File: src/rtl/iret_pkg.sv
package iret_pkg;
  typedef enum logic [2:0] {
    ST_IDLE,
    ST_RIP,
    ST_CS,
    ST_FL,
    ST_RSP,
    ST_SS
  } pop_st_e;

  localparam int SEL_W = 16;
endpackage

File: src/rtl/iret_pop_ctrl.sv
module iret_pop_ctrl
  import iret_pkg::*;
#(
  parameter int XLEN = 64
) (
  input  logic            clk_i,
  input  logic            rst_ni,
  input  logic            start_i,
  input  logic [XLEN-1:0] rsp_i,
  input  logic            rd_ready_i,
  input  logic            need_ss_i,
  output logic            rd_valid_o,
  output logic [XLEN-1:0] rd_addr_o,
  output logic            acc_o,
  output logic            last_o,
  output pop_st_e         st_o
);
  localparam logic [XLEN-1:0] SLOT = XLEN'(XLEN / 8);

  pop_st_e st_q, st_d;
  logic [XLEN-1:0] ptr_q;

  assign rd_valid_o = (st_q != ST_IDLE);
  assign rd_addr_o  = ptr_q;
  assign acc_o      = rd_valid_o && rd_ready_i;
  assign last_o     = acc_o && ((st_q == ST_SS) || (st_q == ST_FL && !need_ss_i));
  assign st_o       = st_q;

  always_comb begin
    st_d = st_q;
    unique case (st_q)
      ST_IDLE: if (start_i) st_d = ST_RIP;
      ST_RIP:  if (acc_o) st_d = ST_CS;
      ST_CS:   if (acc_o) st_d = ST_FL;
      ST_FL:   if (acc_o) st_d = need_ss_i ? ST_RSP : ST_IDLE;
      ST_RSP:  if (acc_o) st_d = ST_SS;
      ST_SS:   if (acc_o) st_d = ST_IDLE;
      default: st_d = ST_IDLE;
    endcase
  end

  always_ff @(posedge clk_i or negedge rst_ni) begin
    if (!rst_ni) begin
      st_q  <= ST_IDLE;
      ptr_q <= '0;
    end else begin
      st_q <= st_d;
      if (st_q == ST_IDLE) begin
        if (start_i) ptr_q <= rsp_i;
      end else if (acc_o) begin
        ptr_q <= ptr_q + SLOT;
      end
    end
  end

  AST_REQ_HOLD: assert property (@(posedge clk_i) disable iff (!rst_ni)
    rd_valid_o && !rd_ready_i |=> rd_valid_o && $stable(rd_addr_o));
  AST_ADDR_STEP: assert property (@(posedge clk_i) disable iff (!rst_ni)
    acc_o && !last_o |=> rd_valid_o && rd_addr_o == $past(rd_addr_o) + SLOT);
  AST_START_IGNORED: assert property (@(posedge clk_i) disable iff (!rst_ni)
    rd_valid_o && start_i && !rd_ready_i |=> $stable(st_q));
endmodule

File: src/rtl/iret_ss_check.sv
module iret_ss_check
  import iret_pkg::*;
(
  input  logic             mode_64_i,
  input  logic [1:0]       cur_cpl_i,
  input  logic             tgt_long_i,
  input  logic [1:0]       cs_rpl_i,
  input  logic [SEL_W-1:2] ss_hi_i,
  output logic             need_ss_o,
  output logic             ss_null_o,
  output logic             ss_fault_o
);
  logic null_ok;

  // compatibility mode pops the stack only across a privilege change
  assign need_ss_o  = mode_64_i || (cs_rpl_i != cur_cpl_i);
  assign ss_null_o  = (ss_hi_i == '0);
  assign null_ok    = tgt_long_i && (cs_rpl_i != 2'd3);
  assign ss_fault_o = ss_null_o && !null_ok;
endmodule

File: src/rtl/iret_frame_regs.sv
module iret_frame_regs
  import iret_pkg::*;
#(
  parameter int XLEN = 64
) (
  input  logic             clk_i,
  input  logic             rst_ni,
  input  pop_st_e          st_i,
  input  logic             acc_i,
  input  logic             last_i,
  input  logic [XLEN-1:0]  rd_data_i,
  input  logic [XLEN-1:0]  rd_addr_i,
  input  logic             ss_null_i,
  input  logic             ss_fault_i,
  output logic [1:0]       cs_rpl_o,
  output logic             done_o,
  output logic             fault_o,
  output logic [XLEN-1:0]  rip_o,
  output logic [SEL_W-1:0] cs_o,
  output logic [XLEN-1:0]  rflags_o,
  output logic [XLEN-1:0]  rsp_o,
  output logic [SEL_W-1:0] ss_o,
  output logic [1:0]       tgt_cpl_o,
  output logic             ss_popped_o,
  output logic             ss_null_o
);
  localparam logic [XLEN-1:0] SLOT = XLEN'(XLEN / 8);

  logic [XLEN-1:0]  rip_q, fl_q, rsp_q;
  logic [SEL_W-1:0] cs_q;
  logic             at_ss, reject, commit;
  logic [XLEN-1:0]  fl_fin, rsp_fin;
  logic [SEL_W-1:0] ss_fin;

  assign cs_rpl_o = cs_q[1:0];
  assign at_ss    = (st_i == ST_SS);
  assign reject   = last_i && at_ss && ss_fault_i;
  assign commit   = last_i && !reject;
  assign fl_fin   = (st_i == ST_FL) ? rd_data_i : fl_q;
  assign rsp_fin  = at_ss ? rsp_q : rd_addr_i + SLOT;
  assign ss_fin   = at_ss ? rd_data_i[SEL_W-1:0] : '0;

  always_ff @(posedge clk_i or negedge rst_ni) begin
    if (!rst_ni) begin
      rip_q <= '0;
      cs_q  <= '0;
      fl_q  <= '0;
      rsp_q <= '0;
    end else if (acc_i) begin
      unique case (st_i)
        ST_RIP:  rip_q <= rd_data_i;
        ST_CS:   cs_q  <= rd_data_i[SEL_W-1:0];
        ST_FL:   fl_q  <= rd_data_i;
        ST_RSP:  rsp_q <= rd_data_i;
        default: ;
      endcase
    end
  end

  always_ff @(posedge clk_i or negedge rst_ni) begin
    if (!rst_ni) begin
      done_o      <= 1'b0;
      fault_o     <= 1'b0;
      rip_o       <= '0;
      cs_o        <= '0;
      rflags_o    <= '0;
      rsp_o       <= '0;
      ss_o        <= '0;
      tgt_cpl_o   <= '0;
      ss_popped_o <= 1'b0;
      ss_null_o   <= 1'b0;
    end else begin
      done_o  <= last_i;
      fault_o <= reject;
      if (commit) begin
        rip_o       <= rip_q;
        cs_o        <= cs_q;
        rflags_o    <= fl_fin;
        rsp_o       <= rsp_fin;
        ss_o        <= ss_fin;
        tgt_cpl_o   <= cs_q[1:0];
        ss_popped_o <= at_ss;
        ss_null_o   <= at_ss && ss_null_i;
      end
    end
  end

  AST_DONE_PULSE: assert property (@(posedge clk_i) disable iff (!rst_ni)
    done_o |=> !done_o);
  AST_FAULT_WITH_DONE: assert property (@(posedge clk_i) disable iff (!rst_ni)
    fault_o |-> done_o && ss_popped_o == $past(ss_popped_o));
  AST_FAULT_HOLD: assert property (@(posedge clk_i) disable iff (!rst_ni)
    fault_o |-> $stable(rip_o) && $stable(rsp_o) && $stable(ss_o) && $stable(tgt_cpl_o));
  AST_NULL_TARGET: assert property (@(posedge clk_i) disable iff (!rst_ni)
    done_o && !fault_o && ss_null_o |-> tgt_cpl_o != 2'd3 && ss_o[SEL_W-1:2] == '0);
  AST_TGT_FROM_CS: assert property (@(posedge clk_i) disable iff (!rst_ni)
    done_o && !fault_o |-> tgt_cpl_o == cs_o[1:0]);
endmodule

File: src/rtl/iret_unstacker.sv
module iret_unstacker
  import iret_pkg::*;
#(
  parameter int XLEN = 64
) (
  input  logic             clk_i,
  input  logic             rst_ni,
  input  logic             start_i,
  input  logic             mode_64_i,
  input  logic [1:0]       cur_cpl_i,
  input  logic             tgt_long_i,
  input  logic [XLEN-1:0]  rsp_i,
  output logic             rd_valid_o,
  output logic [XLEN-1:0]  rd_addr_o,
  input  logic             rd_ready_i,
  input  logic [XLEN-1:0]  rd_data_i,
  output logic             busy_o,
  output logic             done_o,
  output logic             fault_o,
  output logic [XLEN-1:0]  rip_o,
  output logic [SEL_W-1:0] cs_o,
  output logic [XLEN-1:0]  rflags_o,
  output logic [XLEN-1:0]  rsp_o,
  output logic [SEL_W-1:0] ss_o,
  output logic [1:0]       tgt_cpl_o,
  output logic             ss_popped_o,
  output logic             ss_null_o
);
  pop_st_e    st;
  logic       acc, last, need_ss, null_sel, null_fault;
  logic [1:0] cs_rpl;

  iret_pop_ctrl #(.XLEN(XLEN)) u_ctrl (
    .clk_i      (clk_i),
    .rst_ni     (rst_ni),
    .start_i    (start_i),
    .rsp_i      (rsp_i),
    .rd_ready_i (rd_ready_i),
    .need_ss_i  (need_ss),
    .rd_valid_o (rd_valid_o),
    .rd_addr_o  (rd_addr_o),
    .acc_o      (acc),
    .last_o     (last),
    .st_o       (st)
  );

  iret_ss_check u_check (
    .mode_64_i  (mode_64_i),
    .cur_cpl_i  (cur_cpl_i),
    .tgt_long_i (tgt_long_i),
    .cs_rpl_i   (cs_rpl),
    .ss_hi_i    (rd_data_i[SEL_W-1:2]),
    .need_ss_o  (need_ss),
    .ss_null_o  (null_sel),
    .ss_fault_o (null_fault)
  );

  iret_frame_regs #(.XLEN(XLEN)) u_regs (
    .clk_i       (clk_i),
    .rst_ni      (rst_ni),
    .st_i        (st),
    .acc_i       (acc),
    .last_i      (last),
    .rd_data_i   (rd_data_i),
    .rd_addr_i   (rd_addr_o),
    .ss_null_i   (null_sel),
    .ss_fault_i  (null_fault),
    .cs_rpl_o    (cs_rpl),
    .done_o      (done_o),
    .fault_o     (fault_o),
    .rip_o       (rip_o),
    .cs_o        (cs_o),
    .rflags_o    (rflags_o),
    .rsp_o       (rsp_o),
    .ss_o        (ss_o),
    .tgt_cpl_o   (tgt_cpl_o),
    .ss_popped_o (ss_popped_o),
    .ss_null_o   (ss_null_o)
  );

  assign busy_o = rd_valid_o;

  AST_LONG_POPS_STACK: assert property (@(posedge clk_i) disable iff (!rst_ni)
    done_o && !fault_o && mode_64_i |-> ss_popped_o);
  AST_SAME_LEVEL_NO_POP: assert property (@(posedge clk_i) disable iff (!rst_ni)
    done_o && !fault_o && !ss_popped_o |-> !mode_64_i && tgt_cpl_o == cur_cpl_i);
  AST_IDLE_AFTER_DONE: assert property (@(posedge clk_i) disable iff (!rst_ni)
    done_o |-> !rd_valid_o);
endmodule

File: config.mk
export PLATFORM = sky130hd
export DESIGN_NAME = iret_unstacker
export DESIGN_NICKNAME = d
export VERILOG_FILES = /design/src/rtl/iret_pkg.sv /design/src/rtl/iret_pop_ctrl.sv /design/src/rtl/iret_ss_check.sv /design/src/rtl/iret_frame_regs.sv /design/src/rtl/iret_unstacker.sv
export SDC_FILE = /design/constraint.sdc
export NUM_CORES = 1
export LEC_CHECK = 0
export ABC_AREA = 1
export BUFFER_PORTS_ARGS = -buffer_cell sky130_fd_sc_hd__buf_2
export CORE_MARGIN = 2
export CORE_UTILIZATION = 25
export DETAILED_ROUTE_END_ITERATION = 7
export GPL_TIMING_DRIVEN = 0
export SYNTH_ARGS = -nofsm -noshare
export SYNTH_HDL_FRONTEND = slang
export SYNTH_SLANG_ARGS = --single-unit
File: constraint.sdc
create_clock -name clk_i -period 2.4 [get_ports clk_i]
set_input_delay 0.24 -clock clk_i [delete_from_list [all_inputs] [get_ports clk_i]]
set_output_delay 0.24 -clock clk_i [all_outputs]
set_load 0.02 [all_outputs]
Word-level counts from Yosys, hierarchy flattened
Index checks and enable logic that the tools add are counted.
Word-level totals
  input bits: 136
  register bits: 505
Cells by class
  reduce and logical (&&, ||, !) cells: 23
  equality and inequality tests: 13
  add/subtract/negate cells: 1
  multiplexer cells: 14
Operators by type and width (number)
  $mux W64: 5
  $add A64 B4 Y64 const B: 1
  $mux W3: 7
  $pmux W3 S6: 1
  $mux W16: 1
  $logic_not A14 Y1: 1
  $logic_and A1 B1 Y1: 9
  $ne A2 B1 Y1 const B: 4
  $reduce_and A2 Y1: 4
  $eq A3 B2 Y1 const B: 2
  $eq A3 B3 Y1 const B: 2
  $ne A2 B2 Y1 const B: 3
  $reduce_and A6 Y1: 1
  $eq A3 B1 Y1 const B: 1
  $logic_not A1 Y1: 3
  $logic_not A3 Y1: 1
  $reduce_bool A3 Y1: 1
  $logic_or A1 B1 Y1: 2
  $ne A2 B2 Y1: 1
  $reduce_bool A2 Y1: 1

Logic depth before layout (Yosys ltp)
  word-level depth: 10
  gate-level depth with buffers: 14
  mapped depth without buffers: 12

Cells and area by module
A second synthesis with hierarchy kept.
Second synthesis, totals
  cells, all modules: 3367
  area, all modules: 24720.0 sq um
By module, submodules not included
  iret_frame_regs: cells each 2467, sequential area each 10910.5 sq um, area each 19377.3 sq um, instances 1
  iret_pop_ctrl: cells each 879, sequential area each 1676.6 sq um, area each 5243.8 sq um, instances 1
  iret_ss_check: cells each 20, sequential area each 0.0 sq um, area each 91.3 sq um, instances 1
  iret_unstacker: cells each 1, sequential area each 0.0 sq um, area each 7.5 sq um, instances 1

Least setup slack after synthesis
No wires, ideal clock.
  path type: register -> register
  start: reg u_ctrl.ptr_q[3], in the netlist u_ctrl.rd_addr_o[3]
  end: reg u_ctrl.ptr_q[57], in the netlist u_ctrl.rd_addr_o[57]
  slack: 0.518 ns
  path buffers: 0
  data required time: 2.283 ns
  stages on the path, launching flop included: 11
  clock period less this slack: 1.882 ns
  arrival: 1.766 ns
  setup time: 0.117 ns
  cells stage by stage: dfrtp_1 > ha_1 > nand2_1 > nor2_2 > nand2_1 > nor2_2 > nand2_1 > o21ai_0 > nand3_1 > nand2_1 > nand2_1
Between the ends
  longest elaborated chain between the ends: 3
Ends and longest elaborated chain
  start, declared: line iret_pop_ctrl.sv:21  | logic [XLEN-1:0] ptr_q;
  start signal, assigned: line iret_pop_ctrl.sv:49  | if (start_i) ptr_q <= rsp_i;
  start signal, assigned: line iret_pop_ctrl.sv:51  | ptr_q <= ptr_q + SLOT;
  $add A64 B4 Y64: line iret_pop_ctrl.sv:51
  $mux W64: line iret_pop_ctrl.sv:50  | end else if (acc_o) begin
  $mux W64: line iret_pop_ctrl.sv:48  | if (st_q == ST_IDLE) begin
Every way passes these cells. The select of a mux whose other input is x is not followed.
A chain may end at the register's enable or synchronous reset.

Worst setup path after layout
  start: reg u_ctrl.st_q[2], in the netlist u_ctrl.st_o[2]
  end: reg u_regs.rsp_o[20]
Between the ends
  longest elaborated chain between the ends: 8
Ends and longest elaborated chain
  start, declared: line iret_pop_ctrl.sv:20  | pop_st_e st_q, st_d;
  start signal, assigned: line iret_pop_ctrl.sv:47  | st_q <= st_d;
  $eq A3 B2 Y1: line iret_pop_ctrl.sv:26  | assign last_o = acc_o && ((st_q == ST_SS) || (st_q == ST_FL && !need_ss_i));
  $logic_and A1 B1 Y1: line iret_pop_ctrl.sv:26
  $logic_or A1 B1 Y1: line iret_pop_ctrl.sv:26
  $logic_and A1 B1 Y1: line iret_pop_ctrl.sv:26
  $logic_and A1 B1 Y1 (2 in series): line iret_frame_regs.sv:37  | assign reject = last_i && at_ss && ss_fault_i;
  $logic_not A1 Y1: line iret_frame_regs.sv:38  | assign commit = last_i && !reject;
  $logic_and A1 B1 Y1: line iret_frame_regs.sv:38
  end signal, assigned: line iret_frame_regs.sv:79  | rsp_o <= rsp_fin;
  end, declared: line iret_frame_regs.sv:21  | output logic [XLEN-1:0] rsp_o,
Several ways; a longest one is shown, not always the timed one.

==> out/qor.csv <==
stage,metric,value,unit
yosys,synth_fp_nets,3076,
layout,utilization,0.334,
placed_design,post-dp-hpwl,78.4,mm
timing,fin_skew,9.96,ps
placed_design,io_buffers,431,
timing,fin_crit_sh,0.973,
setup_path,cp-end-kind,flip-flop,
setup_path,ff2ff_setup_slack,70,ps
timing,fmax,428,MHz
clocking,cts_root_buf,clkbuf_16,
yosys,synthAdderAreaFrac,0.000542,
yosys,ys_types,39,
grt,antenna_found_initial,24,
setup_path,crit_fanout,10,
setup_path,regToRegEndpoint,u_regs.rsp_o[20],
drt,drtIter0Drc,1648,
yosys,synth_ff_type,dfrtp_1,
power,ir_drop,0.000684,V
yosys,synth.most_common_cell,nand2_1,
power,power_leakage,15.8,nW
yosys,synthTopCellsByArea,"dfrtp_1 55%, nand2_1 18%, o21ai_0 6.1%",
setup_path,worstReg2RegStart,u_ctrl.st_o[2],
grt,grt_pass1_wl,147,mm
yosys,synth_xor_area_frac,0.00607,
power,power,0.0424,W
yosys,seq_area_frac_synth,0.545,
floorplan,die_y,308,um
floorplan,rows,111,
setup_path,cp.arrival,2870,ps
timing,finalSetupTns,0,ps
layout,nNetsFinal,3717,
timing,final.setup.worst_slack,65.7,ps
yosys,synthesis.area,23100,sq um
yosys,synth-edff-count,0,
placed_design,finalWeightedCongestion,0.906,
layout,drive_gt1_frac,0.200,
drt,wl_per_cell,21.4,um
timing,worst_pin_slew,1090,ps
timing,slew_viol_final,0,
clocking,clockBufferDepth,3,
floorplan,initial_core_util,0.252,
clocking,numCtsBuffers,59,
layout,stdcell_count,4821,
yosys,netlist_instances,2939,
drt,avgViaCountPerCell,4.60,
yosys,synth_area_leader_cell,dfrtp_1,
hold_path,worst_hold_startpoint,rd_ready_i,
timing,relSlewSlack,0.275,
floorplan,die_w,308,um
yosys,synth_common_cells,"1110 x nand2_1, 503 x dfrtp_1, 309 x nor2_1, 282 x o21ai_0, 247 x inv_1",
setup_path,setup.worst_path.class,reg -> reg,
drt,vias,22200,
floorplan,die-area,94800,sq um
run_status,status,completed,
grt,grt_util_all_layers,0.214,
yosys,synth_mux_area_frac,0.0180,
timing,finalSetupViolCount,0,
setup_path,required,2940,ps
clocking,clkTransAtPathRegs,70,ps
run,cap_violations,0,
timing,finalHoldViolCount,0,
layout,syn_to_final_growth,32.5,%
floorplan,coreArea,91700,sq um
grt,grt_max_degree,113,
clocking,cts_tree,done,
yosys,synth_compound_area_frac,0.0895,
drt,wirelength,103,mm
drt,dr.pass1.iters,5,
hold_path,hold_path.class,in -> reg,
placed_design,dp_cells,4560,
timing,fin_crit,2330,ps
yosys,yosys_warnings,0,
yosys,ys_async_sr_fraction,1.00,
setup_path,crit_path_start_kind,flip-flop,
grt,grt_pass1_vias,21300,
drt,drc,0,
clocking,cts_sinks,503,
drt,ant_nets,0,
placed_design,place_ws,-858,ps
yosys,synth_top_area_frac,0.545,
power,p_per_area,1390,nW/um^2
yosys,synth_top_family_by_area,simple AND/OR/NAND/NOR gates,
yosys,synthSimpleGateAreaFrac,0.269,
floorplan,ioPinCount,432,
clocking,clk_latency,640,ps
yosys,ys_ff_latch,503,
grt,grt_overflow_total,0,
yosys,syn_area_per_cell,7.86,sq um
hold_path,min_path_cells,4,
hold_path,min_to,u_regs.cs_q[15],
clocking,htree_levels,2,
setup_path,r2r_cells,8,
cell type report:
type,count,area (sq um)
Clock inverter,37,397
Fill cell,9795,61100
Inverter,253,952
Buffer,148,836
Sequential cell,503,12600
Timing Repair Buffer,580,3740
Antenna cell,4,10.0
Multi-Input combinational cell,2035,8920
Tap cell,1186,1480
Clock buffer,75,1670
cells by family (layout without fill, tap and decap cells):
kind of cell               count (synthesis)  after routing
and+or+nand+nor                         1578           1578
DFF                                      503            503
AOI/OAI and AO/OA                        403            403
buffers and inverters                    401           1093
muxes                                     37             37
xor gates and xnor gates                  16             16
adders and majority gates                  1              1
other                                      0              4
through the flow:
step	instance area [sq um]	hold WS (ps)
6_report	30600	103
5_1_grt	30600	168
4_1_cts	30400	83.9
3_5_place_dp	26900	362
3_3_place_gp	26700	449
2_1_floorplan	23100	-55.6
how the worst max path moves through the flow:
stage | depth (start not counted) | start | endpoint
after global placement | 1 | rst_ni | u_regs.rip_o[46]
after global routing | 10 | u_ctrl.st_o[2] | u_regs.rsp_o[2]
after floorplan | 10 | u_ctrl.rd_addr_o[3] | u_ctrl.rd_addr_o[57]
final | 8 | u_ctrl.st_o[2] | u_regs.rsp_o[20]
after CTS | 11 | u_regs.cs_q[0] | u_regs.rflags_o[45]
after detailed placement | 6 | u_ctrl.st_o[2] | u_regs.rip_q[39]
placed cells by master, fill, tap and decap left out, types with 5 or more instances in the layout:
| cell | instances |
|---|---|
| bufinv_16 | 6 |
| buf_16 | 5 |
| xor2_1 | 13 |
| nand3_1 | 114 |
| mux2_2 | 37 |
| clkbuf_1 | 45 |
| buf_4 | 29 |
| clkbuf_16 | 60 |
| a21oi_1 | 53 |
| nand2_1 | 1108 |
| nor2_2 | 8 |
| nand4_1 | 17 |
| o211ai_1 | 5 |
| nor2_1 | 301 |
| dlygate4sd3_1 | 130 |
| o21ai_0 | 278 |
| clkbuf_4 | 12 |
| dfrtp_1 | 503 |
| o21ai_1 | 44 |
| o22ai_1 | 14 |
| buf_1 | 6 |
| clkbuf_2 | 13 |
| buf_2 | 479 |
| nand3b_1 | 8 |
| inv_1 | 247 |
| nor2_4 | 5 |
| buf_6 | 5 |
| clkinvlp_4 | 8 |
| clkbuf_8 | 14 |
| inv_2 | 5 |
| inv_6 | 7 |
| clkinv_2 | 12 |
power by group:
part / leakage, nW / switching (W) / internal [W]
logic: 8.53 / 0.0125 / 0.00550
registers: 6.31 / 0.00239 / 0.0123
clock network: 1.01 / 0.00406 / 0.00559
registers in the layout, summed over array words and instances, names as in the netlist, 3 cells and up:
name and cells:
u_ctrl.rd_addr_o 64, u_ctrl.st_o 3, u_regs.cs_o 15, u_regs.cs_q 16, u_regs.fl_q 64, u_regs.rflags_o 64
u_regs.rip_o 64, u_regs.rip_q 64, u_regs.rsp_o 64, u_regs.rsp_q 64, u_regs.ss_o 16
critical path, stage by stage, from the launching register on:
cell	delay, ps
dfrtp_1	360
buf_2	190
nand2_1	110
buf_2	370
buf_4	380
buf_2	390
nand2_1	240
nand3_1	120
nand2_1	50
metal layers:
layer  part of all wire  up-vias  GRT usage
li1                   -    10500          -
met1               0.44    10800      0.284
met2               0.46      670      0.340
met3              0.080      161     0.0643
met4              0.023       38     0.0529
met5             0.0024        -          0
what timing repair did:
action | CTS | global route
setup buffers | 5 | 9
setup endpoints to repair | 408 | 307
gates resized for setup | 40 | 45
hold buffers | 130 | 0
cloned | 0 | 1
hold endpoints to repair | 370 | 0
pin swaps | 2 | 3
(Power assumes the default switching activity.)
